**config.mk**
```make
export PLATFORM = sky130hd
export DESIGN_NAME = dram_refresh_scheduler
export DESIGN_NICKNAME = d
export VERILOG_FILES = /design/src/rtl/rfs_pkg.sv /design/src/rtl/rfs_interval.sv /design/src/rtl/rfs_owed.sv /design/src/rtl/rfs_delay.sv /design/src/rtl/rfs_sr_fsm.sv /design/src/rtl/dram_refresh_scheduler.sv
export SDC_FILE = /design/constraint.sdc
export NUM_CORES = 1
export LEC_CHECK = 0
export BUFFER_PORTS_ARGS = -buffer_cell sky130_fd_sc_hd__buf_2
export CAP_MARGIN = 20
export CORE_MARGIN = 2
export CORE_UTILIZATION = 28
export DETAILED_ROUTE_END_ITERATION = 7
export GPL_ROUTABILITY_DRIVEN = 0
export MAX_ROUTING_LAYER = met4
export PLACE_DENSITY_LB_ADDON = 0.2
export SETUP_SLACK_MARGIN = 0.3
export SLEW_MARGIN = 20
export SYNTH_ARGS = -nofsm -noshare
export SYNTH_HDL_FRONTEND = slang
export SYNTH_SLANG_ARGS = --single-unit
export TNS_END_PERCENT = 30
```
**constraint.sdc**
```tcl
create_clock -name clk -period 5.2 [get_ports clk]
set_input_delay 0.26 -clock clk [delete_from_list [all_inputs] [get_ports clk]]
set_output_delay 0.26 -clock clk [all_outputs]
set_load 0.05 [all_outputs]
```
**src/rtl/rfs_pkg.sv**
```systemverilog
package rfs_pkg;

  typedef enum logic [1:0] {
    ST_RUN  = 2'd0,
    ST_SELF = 2'd1,
    ST_WAKE = 2'd2
  } rfs_state_e;

  // Whole clock cycles covering a duration given in picoseconds, rounded up.
  function automatic int unsigned cyc_ceil(input int unsigned dur_ps,
                                           input int unsigned clk_ps);
    return (dur_ps + clk_ps - 1) / clk_ps;
  endfunction

  // Counter width able to hold values 0..max_val.
  function automatic int unsigned width_for(input int unsigned max_val);
    return (max_val < 2) ? 1 : $clog2(max_val + 1);
  endfunction

endpackage

```
**src/rtl/rfs_interval.sv**
```systemverilog
module rfs_interval #(
  parameter int unsigned PERIOD = 1950,
  localparam int unsigned CW = rfs_pkg::width_for(PERIOD - 1)
) (
  input  logic          clk,
  input  logic          rst_n,
  input  logic          run,
  output logic          tick,
  output logic [CW-1:0] count
);

  localparam logic [CW-1:0] LAST = CW'(PERIOD - 1);

  assign tick = run && (count == LAST);

  always_ff @(posedge clk or negedge rst_n) begin
    if (!rst_n) begin
      count <= '0;
    end else if (run) begin
      if (count == LAST) count <= '0;
      else               count <= count + 1'b1;
    end
  end

endmodule

```
**src/rtl/rfs_owed.sv**
```systemverilog
module rfs_owed #(
  parameter int unsigned LIMIT = 8,
  localparam int unsigned OW = rfs_pkg::width_for(LIMIT)
) (
  input  logic          clk,
  input  logic          rst_n,
  input  logic          clr,
  input  logic          inc,
  input  logic          dec,
  output logic [OW-1:0] count
);

  localparam logic [OW-1:0] TOP = OW'(LIMIT);

  always_ff @(posedge clk or negedge rst_n) begin
    if (!rst_n) begin
      count <= '0;
    end else if (clr) begin
      count <= '0;
    end else begin
      unique case ({inc, dec})
        2'b10:   if (count != TOP) count <= count + 1'b1;
        2'b01:   if (count != '0)  count <= count - 1'b1;
        default: count <= count;
      endcase
    end
  end

endmodule

```
**src/rtl/rfs_delay.sv**
```systemverilog
module rfs_delay #(
  parameter int unsigned SPAN = 10
) (
  input  logic clk,
  input  logic rst_n,
  input  logic start,
  output logic busy
);

  localparam int unsigned NN = (SPAN < 1) ? 1 : SPAN;
  localparam int unsigned W  = rfs_pkg::width_for(NN);

  logic [W-1:0] remain;

  always_ff @(posedge clk or negedge rst_n) begin
    if (!rst_n) begin
      remain <= '0;
    end else if (start) begin
      remain <= W'(NN);
    end else if (remain != '0) begin
      remain <= remain - 1'b1;
    end
  end

  assign busy = (remain != '0);

endmodule

```
**src/rtl/rfs_sr_fsm.sv**
```systemverilog
module rfs_sr_fsm
  import rfs_pkg::*;
(
  input  logic       clk,
  input  logic       rst_n,
  input  logic       enter_ok,
  input  logic       exit_req,
  input  logic       rd_busy,
  output rfs_state_e state,
  output logic       entry,
  output logic       wake
);

  rfs_state_e nxt;

  assign entry = (state == ST_RUN)  && enter_ok;
  assign wake  = (state == ST_SELF) && exit_req;

  always_comb begin
    nxt = state;
    unique case (state)
      ST_RUN:  if (entry)    nxt = ST_SELF;
      ST_SELF: if (wake)     nxt = ST_WAKE;
      ST_WAKE: if (!rd_busy) nxt = ST_RUN;
      default: nxt = ST_RUN;
    endcase
  end

  always_ff @(posedge clk or negedge rst_n) begin
    if (!rst_n) state <= ST_RUN;
    else        state <= nxt;
  end

endmodule

```
**src/rtl/dram_refresh_scheduler.sv**
```systemverilog
module dram_refresh_scheduler
  import rfs_pkg::*;
#(
  parameter int unsigned CLK_PS   = 8000,
  parameter int unsigned TREFI_NS = 15600,
  parameter int unsigned TRFC_NS  = 75,
  parameter int unsigned TXSNR_NS = 75,
  parameter int unsigned TXSRD_CK = 200,
  parameter int unsigned OWED_MAX = 8
) (
  input  logic                               clk,
  input  logic                               rst_n,
  input  logic                               all_idle_i,
  input  logic                               ref_ack_i,
  input  logic                               sr_enter_i,
  input  logic                               sr_exit_i,
  output logic                               ref_req_o,
  output logic                               ref_ok_o,
  output logic                               ref_done_o,
  output logic                               urgent_o,
  output logic [$clog2(OWED_MAX+1)-1:0]      owed_o,
  output logic                               in_sr_o,
  output logic                               nonread_ok_o,
  output logic                               read_ok_o
);

  localparam int unsigned TREFI_CYC = cyc_ceil(TREFI_NS * 1000, CLK_PS);
  localparam int unsigned TRFC_CYC  = cyc_ceil(TRFC_NS * 1000, CLK_PS);
  localparam int unsigned TXSNR_CYC = cyc_ceil(TXSNR_NS * 1000, CLK_PS);
  localparam int unsigned CW        = width_for(TREFI_CYC - 1);
  localparam int unsigned OW        = width_for(OWED_MAX);

  // Named internal events, observed by the bound checker.
  rfs_state_e    state;
  logic          iv_tick;
  logic [CW-1:0] iv_count;
  logic          ack_acc;
  logic          rfc_busy;
  logic          nr_busy;
  logic          rd_busy;
  logic          sr_entry;
  logic          sr_wake;
  logic          enter_ok;
  logic          in_run;
  logic [OW-1:0] owed;

  assign in_run = (state == ST_RUN);

  rfs_interval #(.PERIOD(TREFI_CYC)) u_interval (
    .clk   (clk),
    .rst_n (rst_n),
    .run   (state != ST_SELF),
    .tick  (iv_tick),
    .count (iv_count)
  );

  rfs_owed #(.LIMIT(OWED_MAX)) u_owed (
    .clk   (clk),
    .rst_n (rst_n),
    .clr   (sr_entry || (state == ST_SELF)),
    .inc   (iv_tick),
    .dec   (ack_acc),
    .count (owed)
  );

  assign ref_req_o = in_run && (owed != '0) && !rfc_busy;
  assign ref_ok_o  = ref_req_o && all_idle_i;
  assign ack_acc   = ref_ok_o && ref_ack_i;
  assign enter_ok  = in_run && sr_enter_i && all_idle_i && !rfc_busy && !ack_acc;

  rfs_delay #(.SPAN(TRFC_CYC)) u_rfc (
    .clk   (clk),
    .rst_n (rst_n),
    .start (ack_acc),
    .busy  (rfc_busy)
  );

  rfs_delay #(.SPAN(TXSNR_CYC)) u_xsnr (
    .clk   (clk),
    .rst_n (rst_n),
    .start (sr_wake),
    .busy  (nr_busy)
  );

  rfs_delay #(.SPAN(TXSRD_CK)) u_xsrd (
    .clk   (clk),
    .rst_n (rst_n),
    .start (sr_wake),
    .busy  (rd_busy)
  );

  rfs_sr_fsm u_fsm (
    .clk      (clk),
    .rst_n    (rst_n),
    .enter_ok (enter_ok),
    .exit_req (sr_exit_i),
    .rd_busy  (rd_busy),
    .state    (state),
    .entry    (sr_entry),
    .wake     (sr_wake)
  );

  always_ff @(posedge clk or negedge rst_n) begin
    if (!rst_n) ref_done_o <= 1'b0;
    else        ref_done_o <= ack_acc;
  end

  assign owed_o       = owed;
  assign urgent_o     = (owed == OW'(OWED_MAX));
  assign in_sr_o      = (state == ST_SELF);
  assign nonread_ok_o = (state != ST_SELF) && !nr_busy && !rfc_busy;
  assign read_ok_o    = (state != ST_SELF) && !rd_busy && !rfc_busy;

endmodule

```
# After elaboration in Yosys (flattened, before gate mapping)
# Index checks and enable logic that the tools add are counted.
[word_totals] ff_bits=34 in_bits=6 elab_cells=72
[classes] add_sub_neg=6 eq_ne=13 muxes=15 reduce_logical=31
[ops] op="$mux 4" n=7
[ops] op="$mux 8" n=2
[ops] op="$logic_and 1x1->1" n=15
[ops] op="$reduce_bool 4->1" n=3
[ops] op="$sub 4x1->4 const B" n=3
[ops] op="$add 11x1->11 const B" n=1
[ops] op="$eq 11x11->1 const B" n=1
[ops] op="$mux 11" n=1
[ops] op="$pmux 4 s2" n=1
[ops] op="$reduce_bool 8->1" n=1
[ops] op="$sub 8x1->8 const B" n=1
[ops] op="$mux 2" n=3
[ops] op="$pmux 2 s3" n=1
[ops] op="$reduce_and 3->1" n=2
[ops] op="$reduce_bool 2->1" n=3
[ops] op="$add 4x1->4 const B" n=1
[ops] op="$eq 2x1->1 const B" n=2
[ops] op="$eq 2x2->1 const B" n=2
[ops] op="$eq 4x4->1 const B" n=1
[ops] op="$logic_not 1->1" n=4
[ops] op="$ne 2x1->1 const B" n=2
[ops] op="$ne 2x2->1 const B" n=2
[ops] op="$ne 4x4->1 const B" n=1
[ops] op="$ne 3x1->1 const B" n=1
[ops] op="4 further kinds" n=4

# Depth between registers and ports, before layout
# Gate-level depths: netlist of run 1.
[depth] word_depth=11 depth_mapped=13

# Cells and area by module
# Synthesis of run 1 repeated with hierarchy kept, for this count alone.
[hier_totals] cells_unflattened=217 hier_area_um2=2130.8
[by_module_without_submodules] mod="rfs_interval" n_inst=1 cells_per_inst=73 area_each_um2=673.1
[by_module_without_submodules] mod="rfs_delay at u_xsrd" n_inst=1 cells_per_inst=48 area_each_um2=473.0
[by_module_without_submodules] mod="rfs_delay at u_rfc ..." n_inst=2 cells_per_inst=23 area_each_um2=230.2
[by_module_without_submodules] mod="rfs_owed" n_inst=1 cells_per_inst=26 area_each_um2=297.8
[by_module_without_submodules] mod="dram_refresh_scheduler" n_inst=1 cells_per_inst=15 area_each_um2=126.4
[by_module_without_submodules] mod="rfs_sr_fsm" n_inst=1 cells_per_inst=9 area_each_um2=100.1

# Worst setup path after synthesis of run 1
# No wires, ideal clock.
[synth_timing] path_type="register to register" start="register u_owed.count[1]" end="register u_owed.count[2]" setup_ns=0.077 arrival_time_ns=3.277 setup_slack_ns=1.846 path_stages_with_launch=13 n_path_buf=1 period_less_slack_ns=3.354 path_cell_list="dfrtp_1 -> buf_2 -> or4_1 -> and3_1 -> nand3_2 -> inv_1 -> ha_1 -> xor2_1 -> ha_1 -> a21oi_1 -> xor2_1 -> or3b_2 -> a21oi_1"
[synth_between] elab_chain_cells=11
[synth_lines] item="from (decl)" line="rfs_owed.sv:10" rtl="output logic [OW-1:0] count"
[synth_lines] item="from (signal assigned)" line="rfs_owed.sv:22" rtl="2'b10: if (count != TOP) count <= count + 1'b1;"
[synth_lines] item="from (signal assigned)" line="rfs_owed.sv:23" rtl="2'b01: if (count != '0) count <= count - 1'b1;"
[synth_lines] item="from (signal assigned)" line="rfs_owed.sv:24" rtl="default: count <= count;"
[synth_lines] item="$reduce_bool 4->1 (*)" line="dram_refresh_scheduler.sv:66" rtl="assign ref_req_o = in_run && (owed != '0) && !rfc_busy;"
[synth_lines] item="$logic_and 1x1->1 (*) (2 in series)" line="dram_refresh_scheduler.sv:66"
[synth_lines] item="named net ref_req_o" line="dram_refresh_scheduler.sv:17" rtl="output logic ref_req_o,"
[synth_lines] item="$logic_and 1x1->1 (*)" line="dram_refresh_scheduler.sv:67" rtl="assign ref_ok_o = ref_req_o && all_idle_i;"
[synth_lines] item="$logic_and 1x1->1 (*)" line="dram_refresh_scheduler.sv:68" rtl="assign ack_acc = ref_ok_o && ref_ack_i;"
[synth_lines] item="named net ack_acc" line="dram_refresh_scheduler.sv:37" rtl="logic ack_acc;"
[synth_lines] item="$logic_not 1->1" line="dram_refresh_scheduler.sv:69" rtl="assign enter_ok = in_run && sr_enter_i && all_idle_i && !rfc_busy && !ack_acc;"
[synth_lines] item="$logic_and 1x1->1" line="dram_refresh_scheduler.sv:69"
[synth_lines] item="$logic_and 1x1->1" line="rfs_sr_fsm.sv:16" rtl="assign entry = (state == ST_RUN) && enter_ok;"
[synth_lines] item="$logic_or 1x1->1" line="dram_refresh_scheduler.sv:60" rtl=".clr (sr_entry || (state == ST_SELF)),"
[synth_lines] item="$ne 3x1->1 (no line) (tied with other cells)"
[synth_lines] item="$reduce_and 3->1 (no line)"
# The timed path passes the listed nets; every way through them passes the cells marked *. The select of a mux whose other input is x is not followed.
# A chain may end at the register's enable or synchronous reset.

# Worst setup path in the final report of run 1
[layout_timing] start="register u_rfc.remain[0]" end="register u_owed.count[2]"
[layout_between] elab_chain_cells=11
[layout_lines] item="from (decl)" line="rfs_delay.sv:13" rtl="logic [W-1:0] remain;"
[layout_lines] item="from (signal assigned)" line="rfs_delay.sv:19" rtl="remain <= W'(NN);"
[layout_lines] item="from (signal assigned)" line="rfs_delay.sv:21" rtl="remain <= remain - 1'b1;"
[layout_lines] item="$reduce_bool 4->1 (*)" line="rfs_delay.sv:25" rtl="assign busy = (remain != '0);"
[layout_lines] item="$logic_not 1->1 (*)" line="dram_refresh_scheduler.sv:66"
[layout_lines] item="$logic_and 1x1->1 (*)" line="dram_refresh_scheduler.sv:66"
[layout_lines] item="$logic_and 1x1->1 (*)" line="dram_refresh_scheduler.sv:67"
[layout_lines] item="$logic_and 1x1->1 (*)" line="dram_refresh_scheduler.sv:68"
[layout_lines] item="named net ack_acc" line="dram_refresh_scheduler.sv:37"
[layout_lines] item="$logic_not 1->1" line="dram_refresh_scheduler.sv:69"
[layout_lines] item="$logic_and 1x1->1" line="dram_refresh_scheduler.sv:69"
[layout_lines] item="$logic_and 1x1->1" line="rfs_sr_fsm.sv:16"
[layout_lines] item="$logic_or 1x1->1" line="dram_refresh_scheduler.sv:60"
[layout_lines] item="$ne 3x1->1 (no line) (tied with other cells)"
[layout_lines] item="$reduce_and 3->1 (no line)"
# The timed path passes the listed nets; every way through them passes the cells marked *.

==> results of run 1 <==
## per-layer routing
| metal | share of wire | up-vias |
|---|---|---|
| li1 | - | 709 |
| met1 | 0.50 | 682 |
| met2 | 0.43 | 28 |
| met3 | 0.041 | 5 |
| met4 | 0.020 | 0 |
| met5 | 0 | - |
## worst reg2reg max path: stages (launching register included)
cell,delay (ps)
dfrtp_1,360
inv_1,100
ha_1,230
nor4b_1,420
and3_1,270
nand3_2,110
inv_1,140
ha_1,290
xor2_1,180
ha_1,160
a21oi_1,50
xor2_1,150
or3b_2,440
a21oi_1,140
## path summary, 6_finish.rpt
check                                start             endpoint  slack, ps  cells past startpoint
max in group asynchronous            rst_n  u_interval.count[4]       4650                      1
min in group clk                 sr_exit_i       u_fsm.state[0]        200                      2
setup / recovery           u_rfc.remain[0]      u_owed.count[2]       2090                     13
setup reg to reg           u_rfc.remain[0]      u_owed.count[2]       2090                     13
hold / removal                       rst_n     u_xsrd.remain[7]         50                      1
hold reg to reg             u_fsm.state[0]       u_fsm.state[0]        480                      1
## flip-flops by register name, summed over array words and instances (netlist names)
signal / flops
u_owed.count: 4
u_xsrd.remain: 8
u_interval.count: 11
u_xsnr.remain: 4
u_fsm.state: 2
u_rfc.remain: 4
ref_done_o: 1
## cells by family (layout without fill, tap and decap cells)
group	count (synthesis)	after routing
simple gates	80	80
compound gates	34	34
flops	34	34
buf+inv	16	34
xor+xnor	14	14
fa+ha+maj	10	10
mux	4	4
## power by group through the flow
stage                     sequential, mW  clock [mW]  combinational, mW
after CTS                          0.433       0.202              0.330
after detailed placement           0.436           0              0.330
after floorplan                    0.415           0              0.272
final                              0.433       0.194              0.324
after global routing               0.447       0.213              0.377
after global placement             0.438           0              0.323
## through the flow
stage               cells  hold WS [ps]  cell area [um2]  total power [mW]  setup WS (ps)
floorplan             192        -35.59             1876            0.6861           1846
global placement      281         405.1             2031            0.7607           2184
detailed placement    281         396.4             2031            0.7664           2087
CTS                   287         86.88             2113            0.9653           2071
global route          287         113.0             2113             1.037           1668
finish                287         51.14             2113            0.9513           2094
## cells in the final DEF, fill, tap and decap left out, types with 2 or more instances in the layout
| cell type | instances |
|---|---|
| xor2_1 | 9 |
| nor3_1 | 6 |
| ha_1 | 10 |
| xnor2_1 | 5 |
| or3b_2 | 2 |
| dfrtp_1 | 34 |
| o21ai_0 | 9 |
| nor2b_1 | 2 |
| a21oi_1 | 9 |
| a211o_1 | 2 |
| and2_1 | 3 |
| a22o_1 | 2 |
| and3_1 | 3 |
| mux2i_1 | 3 |
| nand2b_1 | 9 |
| clkbuf_8 | 6 |
| buf_2 | 16 |
| nand3_1 | 7 |
| or3_1 | 3 |
| nor3b_1 | 2 |
| nand4_1 | 5 |
| nor2_1 | 14 |
| inv_1 | 11 |
| nand2_1 | 16 |
## cell type report
type                       instances  area (um2)  area share
multi-input combinational        142       958.4      0.4535
inverter                          12       45.04     0.02131
timing repair buffer              16       80.08     0.03789
clock buffer                       6       82.58     0.03908
sequential                        34       850.8      0.4026
tap                               77       96.34     0.04559
==> flow_metrics.env, run 1 <==
export IMPL_status="finished clean"
export IMPL_hold_buffers=0
export IMPL_path_delay_family="simple AND/OR/NAND/NOR gates"
export IMPL_p_switching_uw=359.6
export IMPL_yosys_area_share_simple=0.2335
export IMPL_drc=0
export IMPL_drt_iter0_markers=44
export IMPL_grt_use_met2=0.1719
export IMPL_synth_compound_area_frac=0.1234
export IMPL_leakagePower_nw=1.021
export IMPL_drive_above_1_share=0.1333
export IMPL_io_buffers=16
export IMPL_slew_headroom=0.4789
export IMPL_ys_ff_latch=34
export IMPL_io_pin_count=17
export IMPL_p_per_area_nw_per_um2=450.2
export IMPL_ys_async_sr_fraction=1.000
export IMPL_cts_htree_levels=2
export IMPL_grt_ovfl_total=0
export IMPL_use_met3=0.02695
export IMPL_criticalPathCategory="flop to flop"
export IMPL_maxSlewViolCount=0
export IMPL_syn_area_per_cell_um2=9.768
export IMPL_vias=1424
export IMPL_grt_pass1_wl_um=6782
export IMPL_peakVddDrop_mv=0.1166
export IMPL_synth_top_area_share=0.4536
export IMPL_num_antenna_cells=0
export IMPL_cp_cell_sequence="inv_1, ha_1, nor4b_1, and3_1, nand3_2, inv_1, ha_1, xor2_1, ha_1, a21oi_1, xor2_1, or3b_2, a21oi_1"
export IMPL_drt_first_pass_iters=6
export IMPL_critPathCaptureType="flop"
export IMPL_drv_cap=0
export IMPL_grt_max_degree=35
export IMPL_die_area_um2=7369
export IMPL_postCtsSetupBuffers=0
export IMPL_yosysSeqAreaShare=0.4536
export IMPL_synth_top_family_by_area="simple AND/OR/NAND/NOR gates"
export IMPL_grt_pass1_vias=1399
export IMPL_arrival_ps=3320
export IMPL_tns_ps=0
export IMPL_synth_edf_count=0
export IMPL_synthAdderAreaFrac=0.06671
export IMPL_clk_pin_slew_ps=70
export IMPL_synthFlopType="dfrtp_1"
export IMPL_initial_core_util=0.2920
export IMPL_grt_util_met1=0.1621
export IMPL_cts_sinks=34
export IMPL_cts_tree="done"
export IMPL_yosysUniqueCellTypes=47
export IMPL_insertion_delay_ps=280
export IMPL_combPwrFrac=0.341
export IMPL_num_fill_cells=657
export IMPL_seqPwrFrac=0.456
export IMPL_cts_made_buffers=5
export IMPL_synth_most_common_cell="dfrtp_1"
export IMPL_rows=29
export IMPL_antenna_found_initial=0
export IMPL_synthCells=192
export IMPL_core_um2=6422
export IMPL_required_ps=5410
export IMPL_cts_path_max_buffers=2
export IMPL_critPathMaxStageDelay_ps=440
export IMPL_wire_per_inst_um=13.56
export IMPL_max_slew_worst_pin_slew_ps=781.6
export IMPL_worstSetupStartpointType="flop"
export IMPL_fin_crit_sh=0.5973
export IMPL_yosys_area_share_xor_xnor=0.06538
export IMPL_worstPathBufferInverterCount=2
export IMPL_drt_wl_total_um=3893
export IMPL_yosysWarnings=0
export IMPL_crit_fanout=6
export IMPL_syn_area_um2=1876
export IMPL_period_needed_ps=3106
export IMPL_synthTopCellsByArea="dfrtp_1, ha_1, xor2_1"
export IMPL_critPathMostFrequentCell="ha_1"
export IMPL_synth_mux_area_frac=0.02201
export IMPL_finalHoldViolations=0
export IMPL_die_y_um=85.85
export IMPL_switching_share=0.3780
export IMPL_synth_top_cells_by_count="dfrtp_1, nand2_1, nor2_1"
export IMPL_p_int_uw=591.8
export IMPL_grtUsageTotal=0.1205
export IMPL_synth_top_area_cell="dfrtp_1"
export IMPL_final_antenna_net_count=0
export IMPL_fin_skew_ps=6.495
export IMPL_ctsRootBufferMaster="clkbuf_8"
export IMPL_post_route_util=0.3290
export IMPL_cts_resized=0
export IMPL_via_per_inst=4.962
export IMPL_rsz0062_at_grt="false"
export IMPL_gr_max_usage_layer="met2"
export IMPL_area_growth_pct=12.68
export IMPL_fp_dieW_um=85.85
export IMPL_slowest_stage="or3b_2"
export IMPL_hold_path_class="input pin to async pin"
export IMPL_nNetsFinal=227
export IMPL_timing_fmax_mhz=322.0
export IMPL_setup_viol=0
export IMPL_dp_hpwl_um=2771
export IMPL_synthesis_nets=208
export IMPL_p_clk_frac=0.204
(Power assumes the default switching activity.)
==> inputs of run 2 (changes only) <==
==> constraint.sdc (replaced) <==
create_clock -name clk -period 2.51 [get_ports clk]
set_input_delay 0.1255 -clock clk [delete_from_list [all_inputs] [get_ports clk]]
set_output_delay 0.1255 -clock clk [all_outputs]
set_load 0.05 [all_outputs]
==> run 2 against run 1 <==
The flow now finishes with violations (setup timing). Register-to-register slack got worse by 2100 ps. Core utilization is 4.5 points higher. Routed wire length rose by 0.90%. Maximum frequency up 24%. Clock power grew 120%. Die area stayed put. Clock skew grew 2.7 ps. Flip-flop and latch count stayed put. Non-clock buffer count up 21. Design area up 14%. Critical path depth shrank 2. Critical path type unchanged. Largest cell class unchanged.
==> flow_metrics.env, run 2 (synthesized netlist as in run 1, its figures left out) <==
export IMPL_rows=29
export IMPL_slowest_stage="or4_1"
export IMPL_combPwrFrac=0.378
export IMPL_dp_cells=299
export IMPL_die_y_um=85.85
export IMPL_fp_dieW_um=85.85
export IMPL_cts_htree_levels=2
export IMPL_grtUsageTotal=0.1225
export IMPL_design_area_um2=2404
export IMPL_p_switching_uw=787.8
export IMPL_fin_skew_ps=9.154
export IMPL_drt_iter0_markers=34
export IMPL_seqPwrFrac=0.415
export IMPL_required_ps=2720
export IMPL_critPathMostFrequentCell="a21oi_2"
export IMPL_clk_pin_slew_ps=70
export IMPL_switching_share=0.3753
export IMPL_r2r_start="u_owed.count[1]"
export IMPL_final_cell_mix="dfrtp_1, buf_4, nand2_1"
export IMPL_initial_core_util=0.2920
export IMPL_maxSlewViolCount=0
export IMPL_cts_tree="done"
export IMPL_grt_ovfl_total=0
export IMPL_regToRegSetupSlack_ps=-0.7
export IMPL_antenna_found_initial=0
export IMPL_cts_sinks=34
export IMPL_layout_commonest_cell="dfrtp_1"
export IMPL_area_growth_pct=28.15
export IMPL_die_area_um2=7369
export IMPL_crit_start="u_owed.count[1]"
export IMPL_period_needed_ps=2511
export IMPL_arrival_ps=2730
export IMPL_drt_wl_total_um=3928
export IMPL_critPathCaptureType="flop"
export IMPL_grt_max_degree=35
export IMPL_ctsRootBufferMaster="clkbuf_8"
export IMPL_grt_pass1_wl_um=6789
export IMPL_insertion_delay_ps=290
export IMPL_largest_register_ffs=11
export IMPL_timing_rr_end="u_owed.count[2]"
export IMPL_nNetsFinal=248
export IMPL_crit_fanout=3
export IMPL_worstHoldPathCells=2
export IMPL_dpl_worst_slack_ps=21.45
export IMPL_num_fill_cells=637
export IMPL_drv_cap=0
export IMPL_cts_made_buffers=5
export IMPL_drc=0
export IMPL_post_route_util=0.3742
export IMPL_status="finished with violations"
export IMPL_io_pin_count=17
export IMPL_reg_largest_list="u_interval.count (11), u_xsrd.remain (8)"
export IMPL_drt_first_pass_iters=4
export IMPL_io_buffers=16
export IMPL_p_per_area_nw_per_um2=873.4
export IMPL_grt_pass1_vias=1447
export IMPL_cp_cell_sequence="or4_1, and3_4, nand3_4, inv_4, ha_4, xor2_2, ha_2, a21oi_2, xor2_1, or3b_4, a21oi_2"
export IMPL_via_per_inst=4.745
export IMPL_final_cells=310
export IMPL_hold_path_class="input pin to flop"
export IMPL_num_antenna_cells=0
export IMPL_endpoint="u_owed.count[2]"
export IMPL_wire_per_inst_um=12.67
export IMPL_leakagePower_nw=1.134
export IMPL_dp_hpwl_um=2917
export IMPL_setup_viol=1
export IMPL_peakVddDrop_mv=0.3634
export IMPL_final_antenna_net_count=0
export IMPL_top_register="u_interval.count"
export IMPL_r2r_cells=11
export IMPL_place_area_um2=2221
export IMPL_timing_fmax_mhz=398.3
export IMPL_tns_ps=-0.6504
export IMPL_vias=1471
export IMPL_rsz0062_at_grt="true"
export IMPL_core_um2=6422
export IMPL_fin_crit_sh=1.000
export IMPL_worstSetupStartpointType="flop"
export IMPL_drive_above_1_share=0.2961
export IMPL_slew_headroom=0.4916
export IMPL_max_slew_worst_pin_slew_ps=762.6
export IMPL_violations="setup timing"
export IMPL_finalHoldViolations=0
export IMPL_setup_ws_ps=-0.6504
export IMPL_critPathMaxStageDelay_ps=520
export IMPL_p_clk_frac=0.207
export IMPL_cts_path_max_buffers=2
export IMPL_p_int_mw=1.311
export IMPL_criticalPathCategory="flop to flop"
run 2: changes by cell type in the layout (fill, tap and decap cells not counted), sizes merged:
cell / change
clkinvlp: +1
buf: +20
clkinv: +1
dlygate4sd3: +1
run 2: cell type report:
class                           instances  area [um2]  share of cell area
Clock inverter                          2       12.51            0.005206
Clock buffer                            6       82.58             0.03436
Timing Repair Buffer                   37       246.5              0.1026
Multi-Input combinational cell        142        1062              0.4420
Sequential cell                        34       855.8              0.3561
Inverter                               12       47.55             0.01978
Tap cell                               77       96.34             0.04008
run 2: metal layers:
| metal | GRT usage | wire length [um] | vias up |
|---|---|---|---|
| met3 | 0.02887 | 101 | 2 |
| met2 | 0.1953 | 1915 | 17 |
| met5 | - | 0 | - |
| li1 | - | - | 756 |
| met4 | 0.04762 | 22 | 0 |
| met1 | 0.1506 | 1889 | 696 |
run 2: how the worst min path moves through the flow:
| stage | startpoint | to |
|---|---|---|
| 6_report | sr_exit_i | u_fsm.state[0] |
| 5_1_grt | sr_exit_i | u_fsm.state[0] |
| 4_1_cts | sr_exit_i | u_fsm.state[0] |
| 3_5_place_dp | rst_n | u_interval.count[1] |
| 3_3_place_gp | rst_n | u_interval.count[1] |
| 2_1_floorplan | rst_n | ref_done_o |
run 2: through the flow:
step | power (mW) | hold slack, ps
final | 2.099 | 49.34
after global routing | 2.274 | 65.17
after CTS | 2.113 | 56.07
after detailed placement | 1.660 | 256.9
after global placement | 1.653 | 270.9
after floorplan | 1.429 | -170.1
run 2: worst max-delay path: cells and delay by family (launching register included):
kind / cells / cell delay [ps]
xor+xnor: 2 / 220
fa+ha+maj: 2 / 350
simple gates: 4 / 1180
flops: 1 / 400
compound gates: 2 / 240
buf+inv: 1 / 50
run 2: power groups by stage:
stage | Sequential [mW] | Clock [mW] | Combinational, mW
2_1_floorplan | 0.860 | 0 | 0.569
3_3_place_gp | 0.880 | 0 | 0.773
3_5_place_dp | 0.875 | 0 | 0.785
4_1_cts | 0.870 | 0.447 | 0.796
5_1_grt | 0.903 | 0.468 | 0.903
6_report | 0.872 | 0.434 | 0.793
run 2: timing repair:
item | 4_1_cts | 5_1_grt
buffers inserted | 0 | 2
endpoints found under the setup margin | 5 | 5
gates resized for setup | 1 | 13
hold buffers | 1 | 0
pin swaps | 0 | 9
hold endpoints to repair | 34 | 0
